$ cat config.mk
export PLATFORM = sky130hd
export DESIGN_NAME = task_wake_timer
export DESIGN_NICKNAME = d
export VERILOG_FILES = /design/src/rtl/task_wake_pkg.sv /design/src/rtl/wake_timer_dp.sv /design/src/rtl/wake_timer_ctrl.sv /design/src/rtl/task_wake_timer.sv
export SDC_FILE = /design/constraint.sdc
export NUM_CORES = 1
export LEC_CHECK = 0
export ABC_AREA = 1
export ABC_CLOCK_PERIOD_IN_PS = 2300
export BUFFER_PORTS_ARGS = -buffer_cell sky130_fd_sc_hd__buf_2
export CORE_MARGIN = 5
export CORE_UTILIZATION = 35
export DETAILED_ROUTE_END_ITERATION = 6
export GPL_TIMING_DRIVEN = 0
export SLEW_MARGIN = 20
export SYNTH_ARGS = -nofsm -noshare
export SYNTH_HDL_FRONTEND = slang
export SYNTH_SLANG_ARGS = --single-unit
$ cat constraint.sdc
create_clock -name clk -period 2.3 [get_ports clk]
set_clock_uncertainty 0.2 [all_clocks]
set_input_delay 0.345 -clock clk [delete_from_list [all_inputs] [get_ports clk]]
set_output_delay 0.345 -clock clk [all_outputs]
set_load 0.005 [all_outputs]
$ cat src/rtl/task_wake_pkg.sv
package task_wake_pkg;
  // Strobes from control to datapath, at most one active per cycle.
  typedef struct packed {
    logic arm;    // accept a non-zero period and restart the count
    logic halt;   // clear the stored period
    logic count;  // advance the prescaler and the unit counter
  } wake_strobe_t;
endpackage

$ cat src/rtl/wake_timer_dp.sv
module wake_timer_dp
  import task_wake_pkg::*;
#(
  parameter int DATA_W    = 16,
  parameter int PRE_SHIFT = 8
) (
  input  logic                       clk,
  input  logic                       rst_n,
  input  wake_strobe_t               strobe,
  input  logic [DATA_W-PRE_SHIFT-1:0] loadUnits,
  output logic                       enabled,
  output logic                       expire
);
  localparam int UNIT_W = DATA_W - PRE_SHIFT;
  localparam int PRE_W  = (PRE_SHIFT > 0) ? PRE_SHIFT : 1;

  logic [UNIT_W-1:0] reloadQ;
  logic [UNIT_W-1:0] unitQ;
  logic [PRE_W-1:0]  preQ;
  logic              tick;

  generate
    if (PRE_SHIFT == 0) begin : g_noPre
      assign tick = 1'b1;
      always_ff @(posedge clk) preQ <= '0;
    end else begin : g_pre
      assign tick = &preQ;
      always_ff @(posedge clk) begin
        if (!rst_n || strobe.halt || strobe.arm) preQ <= '0;
        else if (strobe.count)                  preQ <= preQ + 1'b1;
      end
    end
  endgenerate

  always_ff @(posedge clk) begin
    if (!rst_n || strobe.halt) begin
      reloadQ <= '0;
      unitQ   <= '0;
    end else if (strobe.arm) begin
      reloadQ <= loadUnits;
      unitQ   <= loadUnits;
    end else if (strobe.count && tick) begin
      unitQ <= (unitQ == UNIT_W'(1)) ? reloadQ : unitQ - 1'b1;
    end
  end

  assign enabled = (reloadQ != '0);
  assign expire  = strobe.count && tick && (unitQ == UNIT_W'(1));

  // while armed, the unit counter stays within 1..period
  p_unit_range_r5: assert property (@(posedge clk) disable iff (!rst_n)
    (reloadQ != '0) |-> (unitQ != '0 && unitQ <= reloadQ));
  // a zero period never produces an expiry
  p_off_quiet_r3: assert property (@(posedge clk) disable iff (!rst_n)
    (reloadQ == '0) |-> !expire);
endmodule

$ cat src/rtl/wake_timer_ctrl.sv
module wake_timer_ctrl
  import task_wake_pkg::*;
#(
  parameter int TASK_W      = 4,
  parameter int TARGET_TASK = 10
) (
  input  logic              clk,
  input  logic              rst_n,
  input  logic              loadEn,
  input  logic              loadIsZero,
  input  logic              enabled,
  input  logic              expire,
  input  logic              ackValid,
  input  logic [TASK_W-1:0] ackTask,
  output wake_strobe_t      strobe,
  output logic              wakeReq
);
  logic ackHit;

  assign ackHit       = ackValid && (ackTask == TASK_W'(TARGET_TASK));
  assign strobe.arm   = loadEn && !loadIsZero;
  assign strobe.halt  = loadEn && loadIsZero;
  assign strobe.count = !loadEn && enabled;

  always_ff @(posedge clk) begin
    if (!rst_n || strobe.halt) wakeReq <= 1'b0;
    else if (expire)           wakeReq <= 1'b1;
    else if (ackHit)           wakeReq <= 1'b0;
  end

  // a request only appears after an expiry
  p_rise_cause_r4: assert property (@(posedge clk) disable iff (!rst_n)
    $rose(wakeReq) |-> $past(expire));
  // a stop write drops the request
  p_halt_clears_r8: assert property (@(posedge clk) disable iff (!rst_n)
    strobe.halt |=> !wakeReq);
  // without a matching acknowledge or a stop, the request is held
  p_hold_r6: assert property (@(posedge clk) disable iff (!rst_n)
    (wakeReq && !ackHit && !strobe.halt) |=> wakeReq);
  // an expiry wins over a simultaneous acknowledge
  p_expire_wins_r7: assert property (@(posedge clk) disable iff (!rst_n)
    (expire && ackHit) |=> wakeReq);
endmodule

$ cat src/rtl/task_wake_timer.sv
module task_wake_timer
  import task_wake_pkg::*;
#(
  parameter int DATA_W      = 16,
  parameter int PRE_SHIFT   = 8,
  parameter int TASK_W      = 4,
  parameter int TARGET_TASK = 10
) (
  input  logic              clk,
  input  logic              rst_n,
  input  logic              loadEn,
  input  logic [DATA_W-1:0] loadData,
  input  logic              ackValid,
  input  logic [TASK_W-1:0] ackTask,
  output logic              wakeReq,
  output logic [TASK_W-1:0] wakeTask
);
  localparam int UNIT_W = DATA_W - PRE_SHIFT;

  wake_strobe_t      strobe;
  logic [UNIT_W-1:0] loadUnits;
  logic              enabled;
  logic              expire;

  assign loadUnits = loadData[DATA_W-1:PRE_SHIFT];
  assign wakeTask  = TASK_W'(TARGET_TASK);

  wake_timer_ctrl #(.TASK_W(TASK_W), .TARGET_TASK(TARGET_TASK)) ctrl_i (
    .clk(clk), .rst_n(rst_n), .loadEn(loadEn),
    .loadIsZero(loadUnits == '0), .enabled(enabled), .expire(expire),
    .ackValid(ackValid), .ackTask(ackTask), .strobe(strobe), .wakeReq(wakeReq)
  );

  wake_timer_dp #(.DATA_W(DATA_W), .PRE_SHIFT(PRE_SHIFT)) dp_i (
    .clk(clk), .rst_n(rst_n), .strobe(strobe), .loadUnits(loadUnits),
    .enabled(enabled), .expire(expire)
  );
endmodule

==> impl_metrics.env, run 1 <==
export IMPL_synth_area_leaders="dfxtp_1 32%, nand2_1 16%, nand3_1 7.9%"
export IMPL_drive_gt1_share_pct=17.47
export IMPL_power_frac_seq_pct=47.8
export IMPL_fin_crit_ns=1.747
export IMPL_rows=24
export IMPL_tritoncts="yes"
export IMPL_grt_overflow=0
export IMPL_die_w_um=77.30
export IMPL_synth_seq_cells=25
export IMPL_start_kind="flip-flop"
export IMPL_wl_mm=3.424
export IMPL_cp_data_arrival_time_ns=1.72
export IMPL_synth_main_ff_cell="dfxtp_1"
export IMPL_peakVddDrop_v=0.0003919
export IMPL_final_cell_mix="68 x nand2_1, 28 x nor2_1, 25 x inv_1, 25 x nand3_1, 25 x dfxtp_1"
export IMPL_combPwrFrac_pct=25.5
export IMPL_placed_area_um2=1738
export IMPL_place_ws_ns=0.5891
export IMPL_max_stage_delay_ns=0.43
export IMPL_vias_per_cell=4.667
export IMPL_coreArea_um2=4384
export IMPL_antenna_found_initial=0
export IMPL_async_flop_share_pct=0
export IMPL_setup_ws_ns=0.5526
export IMPL_crit_chain="ha_1 > inv_1 > nor2_1 > nand2_1 > nor2_1 > nor2_1 > nand2_1 > nand3_1 > nand2_1 > inv_1"
export IMPL_synth_edf_count=0
export IMPL_finalSetupTns_ns=0
export IMPL_pwr_share_clk_pct=26.8
export IMPL_grt_max_degree=16
export IMPL_initial_utilization_pct=36.16
export IMPL_netlist_area_leader_share_pct=31.57
export IMPL_p_leak_nw=0.8481
export IMPL_dpl_hpwl_mm=2.645
export IMPL_insertion_delay_ns=0.28
export IMPL_synth_compound_area_share_pct=8.919
export IMPL_die_height_um=77.30
export IMPL_groute_usage_overall_pct=12.00
export IMPL_synthSimpleGateAreaFrac_pct=41.52
export IMPL_crit_path_end_kind="flip-flop"
export IMPL_clkSinkCount=25
export IMPL_cts_resized=0
export IMPL_power_density_nw_per_um2=573.9
export IMPL_wl_per_cell_um=10.67
export IMPL_drc=0
export IMPL_grt_pass1_wl_mm=5.913
export IMPL_vias=1498
export IMPL_status="finished, final reports clean"
export IMPL_syn_instance_count=247
export IMPL_drtIter0Drc=93
export IMPL_rsz0062_at_grt="false"
export IMPL_synth_adder_area_share_pct=2.368
export IMPL_slowest_stage="dfxtp_1"
export IMPL_syn2layout_area_growth_pct=12.71
export IMPL_final_net_count=297
export IMPL_synth_top_family_by_area="simple AND/OR/NAND/NOR gates"
export IMPL_num_antenna_cells=0
export IMPL_ys_seq_area_share_pct=31.57
export IMPL_cap_violations=0
export IMPL_die_area_um2=5975
export IMPL_crit_required_ns=2.28
export IMPL_pin_count=29
export IMPL_holdBufCountCts=0
export IMPL_cts_buffers=3
export IMPL_max_freq_mhz=572.3
export IMPL_grt_pass1_vias=1392
export IMPL_setup_viol=0
export IMPL_cts_setup_buffers=0
export IMPL_crit_fanout=7
export IMPL_portBuffers=16
export IMPL_synth_distinct_cells=29
export IMPL_ant_nets=0
export IMPL_path_clk_slew_ns=0.10
export IMPL_p_sw_w=0.0003368
export IMPL_synth_warnings=0
export IMPL_clockBufferDepth=2
export IMPL_gp_congestion=0.8700
export IMPL_h_tree_depth=1
export IMPL_root_buffer="clkbuf_8"
export IMPL_fin_area_um2=1787
export IMPL_worstSetupPathType="flip-flop to flip-flop"
export IMPL_period_share_pct=75.97
export IMPL_avgSynthCellArea_um2=6.418
export IMPL_yosys_area_top_type="dfxtp_1"
export IMPL_worstHoldPathType="input port to flip-flop"
export IMPL_timing_hold_violations_final=0
export IMPL_final_common_cell="nand2_1"
export IMPL_drt_pass1_iterations=4
export IMPL_swShare_pct=32.85
export IMPL_synth_xor_area_share_pct=2.762
export IMPL_finalMaxSlewViolations=0
export IMPL_internal_power_w=0.0006886
export IMPL_synthMuxAreaShare_pct=0
export IMPL_synthesis_area_um2=1585
==> metrics by stage <==
step	util [%]	hold slack, ns	instances	power, W
floorplan	-	0.2402	249	0.0007010
global placement	39.64	0.2511	317	0.0007611
detailed placement	39.64	0.2539	317	0.0007612
CTS	40.75	0.1490	321	0.001039
global route	40.75	0.1746	321	0.001098
finish	40.75	0.1550	321	0.001025
==> state kept, by name, indices dropped and copies added (netlist names) <==
signal / cells
dp_i.reloadQ: 8
dp_i.preQ: 8
dp_i.unitQ: 8
ctrl_i.wakeReq: 1
==> cells in the mapped netlist, types with 2 or more instances <==
cell type and number:
a21oi_1 12, buf_4 5, clkinv_1 5, conb_1 2, dfxtp_1 25, ha_1 3
inv_1 25, inv_2 8, nand2_1 68, nand2_4 3, nand3_1 25, nand4_1 3
nor2_1 28, nor2_2 2, nor2_4 2, nor3_1 3, o21ai_0 4, o21ai_1 9
xnor2_1 5
==> power by group through the flow <==
stage          registers (W)  clock network [W]  logic [W]
6_report            0.000490           0.000274   0.000261
3_3_place_gp        0.000500                  0   0.000261
3_5_place_dp        0.000500                  0   0.000262
4_1_cts             0.000490           0.000286   0.000263
5_1_grt             0.000495           0.000301   0.000302
2_1_floorplan       0.000494                  0   0.000207
==> cell families (layout without fill, tap and decap cells) <==
logic type | Yosys count | count (layout)
AO/OA/AOI/OAI | 27 | 27
XOR/XNOR | 5 | 5
adder cells (fa/ha/maj) | 3 | 3
buffers and inverters | 45 | 65
flip-flops | 25 | 25
other | 2 | 4
AND/OR/NAND/NOR | 140 | 140
==> routing by layer <==
layer / vias to the layer above / wire (µm) / global-route usage (%)
li1: 807 / - / -
met1: 660 / 1742 / 15.35
met2: 29 / 1487 / 19.44
met3: 2 / 158 / 3.513
met4: 0 / 36 / 3.608
met5: - / 0 / 0
==> critical path, delay by kind of cell (launching register included) <==
family                   cells  cell delay [ns]
buffers and inverters        2             0.09
AND/OR/NAND/NOR              7             0.68
adder cells (fa/ha/maj)      1             0.25
flip-flops                   1             0.43
==> path summary, 6_finish.rpt <==
kind	startpoint	to	slack [ns]	cells past startpoint
worst max-delay path	dp_i.unitQ[0]	dp_i.unitQ[6]	0.55	10
worst min-delay path	loadData[8]	dp_i.reloadQ[0]	0.15	3
worst max register to register	dp_i.unitQ[0]	dp_i.unitQ[6]	0.55	10
worst min register to register	dp_i.reloadQ[3]	dp_i.reloadQ[3]	0.27	2
==> final cells by class <==
class                           count  area [µm²]
Fill cell                         479        2597
Multi-Input combinational cell    179       895.9
Sequential cell                    25       500.5
Inverter                           38       142.6
Timing Repair Buffer               16       80.08
Tap cell                           52       65.06
Buffer                              7       53.80
Clock buffer                        3       41.29
Clock inverter                      1       7.507
No activity file was read; power rests on OpenSTA's default activity.
==> inputs of run 2 (changes only) <==
ABC_CLOCK_PERIOD_IN_PS = 1800   (was 2300)
clock period = 1.8 ns   (was 2.3 ns; I/O delays follow)
==> impl_metrics.env, run 2 (synthesis results as in run 1) <==
export IMPL_fillers=479
export IMPL_cp_common_cell="nor2_1"
export IMPL_num_antenna_cells=0
export IMPL_dpl_hpwl_mm=2.645
export IMPL_initial_utilization_pct=36.16
export IMPL_h_tree_depth=1
export IMPL_cp_data_arrival_time_ns=1.64
export IMPL_crit_fanout=9
export IMPL_clockBufferDepth=2
export IMPL_timing_rr_start="dp_i.preQ[0]"
export IMPL_r2r_cells=8
export IMPL_seq_area_um2=501.7
export IMPL_vias=1498
export IMPL_peakVddDrop_v=0.0005005
export IMPL_finalMaxSlewViolations=0
export IMPL_wl_per_cell_um=10.69
export IMPL_portBuffers=16
export IMPL_status="finished, final reports clean"
export IMPL_p_leak_nw=0.8553
export IMPL_vias_per_cell=4.652
export IMPL_holdBufCountCts=0
export IMPL_grt_overflow=0
export IMPL_max_freq_mhz=602.0
export IMPL_setup_ws_ns=0.1387
export IMPL_power_density_nw_per_um2=725.6
export IMPL_worstSetupPathType="flip-flop to flip-flop"
export IMPL_rr_endpoint="dp_i.unitQ[2]"
export IMPL_final_common_cell="nand2_1"
export IMPL_rsz0062_at_grt="false"
export IMPL_drtIter0Drc=85
export IMPL_place_ws_ns=0.08906
export IMPL_critPathLaunch="dp_i.preQ[0]"
export IMPL_slowest_stage="dfxtp_1"
export IMPL_die_height_um=77.30
export IMPL_endpoint="dp_i.unitQ[2]"
export IMPL_grt_pass1_vias=1392
export IMPL_groute_usage_overall_pct=12.00
export IMPL_ant_nets=0
export IMPL_crit_required_ns=1.78
export IMPL_crit_chain="ha_1 > nand3_1 > nor2_4 > nand3_4 > nand2_8 > inv_2 > nor2_1 > nor2_1"
export IMPL_grt_max_degree=16
export IMPL_max_stage_delay_ns=0.37
export IMPL_hold_slack_ns=0.08066
export IMPL_r2r_slack_ns=0.14
export IMPL_insertion_delay_ns=0.28
export IMPL_start_kind="flip-flop"
export IMPL_worstHoldPathType="input port to flip-flop"
export IMPL_rows=24
export IMPL_drive_gt1_share_pct=18.89
export IMPL_drc=0
export IMPL_syn2layout_area_growth_pct=14.76
export IMPL_clkSinkCount=25
export IMPL_crit_path_end_kind="flip-flop"
export IMPL_wl_mm=3.441
export IMPL_final_net_count=298
export IMPL_tritoncts="yes"
export IMPL_antenna_found_initial=0
export IMPL_drt_pass1_iterations=4
export IMPL_cap_violations=0
export IMPL_timing_hold_violations_final=0
export IMPL_pin_count=29
export IMPL_gp_congestion=0.8700
export IMPL_die_w_um=77.30
export IMPL_cts_buffers=3
export IMPL_placed_area_um2=1738
export IMPL_fin_area_um2=1819
export IMPL_multi_input_area_um2=919.6
export IMPL_fin_crit_ns=1.661
export IMPL_setup_viol=0
export IMPL_path_clk_slew_ns=0.10
export IMPL_grt_pass1_wl_mm=5.913
export IMPL_top_regs="dp_i.preQ (8), dp_i.reloadQ (8), dp_i.unitQ (8)"
export IMPL_coreArea_um2=4384
export IMPL_die_area_um2=5975
export IMPL_finalSetupTns_ns=0
export IMPL_final_cell_mix="67 x nand2_1, 28 x nor2_1, 25 x inv_1, 25 x nand3_1, 24 x dfxtp_1"
export IMPL_root_buffer="clkbuf_8"
export IMPL_period_share_pct=92.29
==> run 2: changes by cell type in the layout (fill, tap and decap cells not counted), sizes merged <==
cell	before	now
buf	23	24
==> run 2: report_power, final <==
group	switching, W	internal [W]	total, W
Sequential	0.0000354	0.000592	0.000628
Clock	0.000193	0.000157	0.000350
Combinational	0.000206	0.000136	0.000342
Total	0.000435	0.000885	0.00132
==> run 2: worst min path at each step <==
stage	from	to	slack, ns	depth (start not counted)
floorplan	loadData[8]	dp_i.reloadQ[0]	0.24	2
global placement	dp_i.reloadQ[3]	dp_i.reloadQ[3]	0.25	2
detailed placement	dp_i.reloadQ[3]	dp_i.reloadQ[3]	0.25	2
CTS	loadData[10]	dp_i.reloadQ[2]	0.07	3
global route	loadData[10]	dp_i.reloadQ[2]	0.1	3
finish	loadData[8]	dp_i.reloadQ[0]	0.08	3
==> run 2: final cells by class <==
cell class,count,share of cell area (%)
tap,52,3.576
clock inverter,1,0.4127
multi-input combinational,179,50.55
inverter,38,7.840
sequential,25,27.58
timing repair buffer,17,4.814
clock buffer,3,2.270
buffer,7,2.957
==> run 2: metrics by stage <==
step           instances   power, W  util [%]
6_report             322   0.001320     41.50
5_1_grt              322   0.001414     41.50
4_1_cts              321   0.001328     40.75
3_5_place_dp         317  0.0009726     39.64
3_3_place_gp         317  0.0009725     39.64
2_1_floorplan        249  0.0008957         -
==> run 2: what timing repair did <==
action	CTS	global route
endpoints found under the setup margin	0	8
buffers inserted	0	1
resized for setup	0	5
==> run 2: worst max-delay path: cells and delay by family, from the launching register on <==
kind	cells	cell delay [ns]
buf+inv	1	0.05
fa+ha+maj	1	0.21
simple gates	6	0.75
flops	1	0.37
==> run 2: metal layers <==
| layer | track usage, % | part of all wire, % | up-vias |
|---|---|---|---|
| li1 | - | - | 811 |
| met3 | 3.513 | 4.6 | 2 |
| met4 | 3.608 | 1.0 | 0 |
| met1 | 15.35 | 51 | 657 |
| met2 | 19.44 | 43 | 28 |
| met5 | 0 | 0 | - |
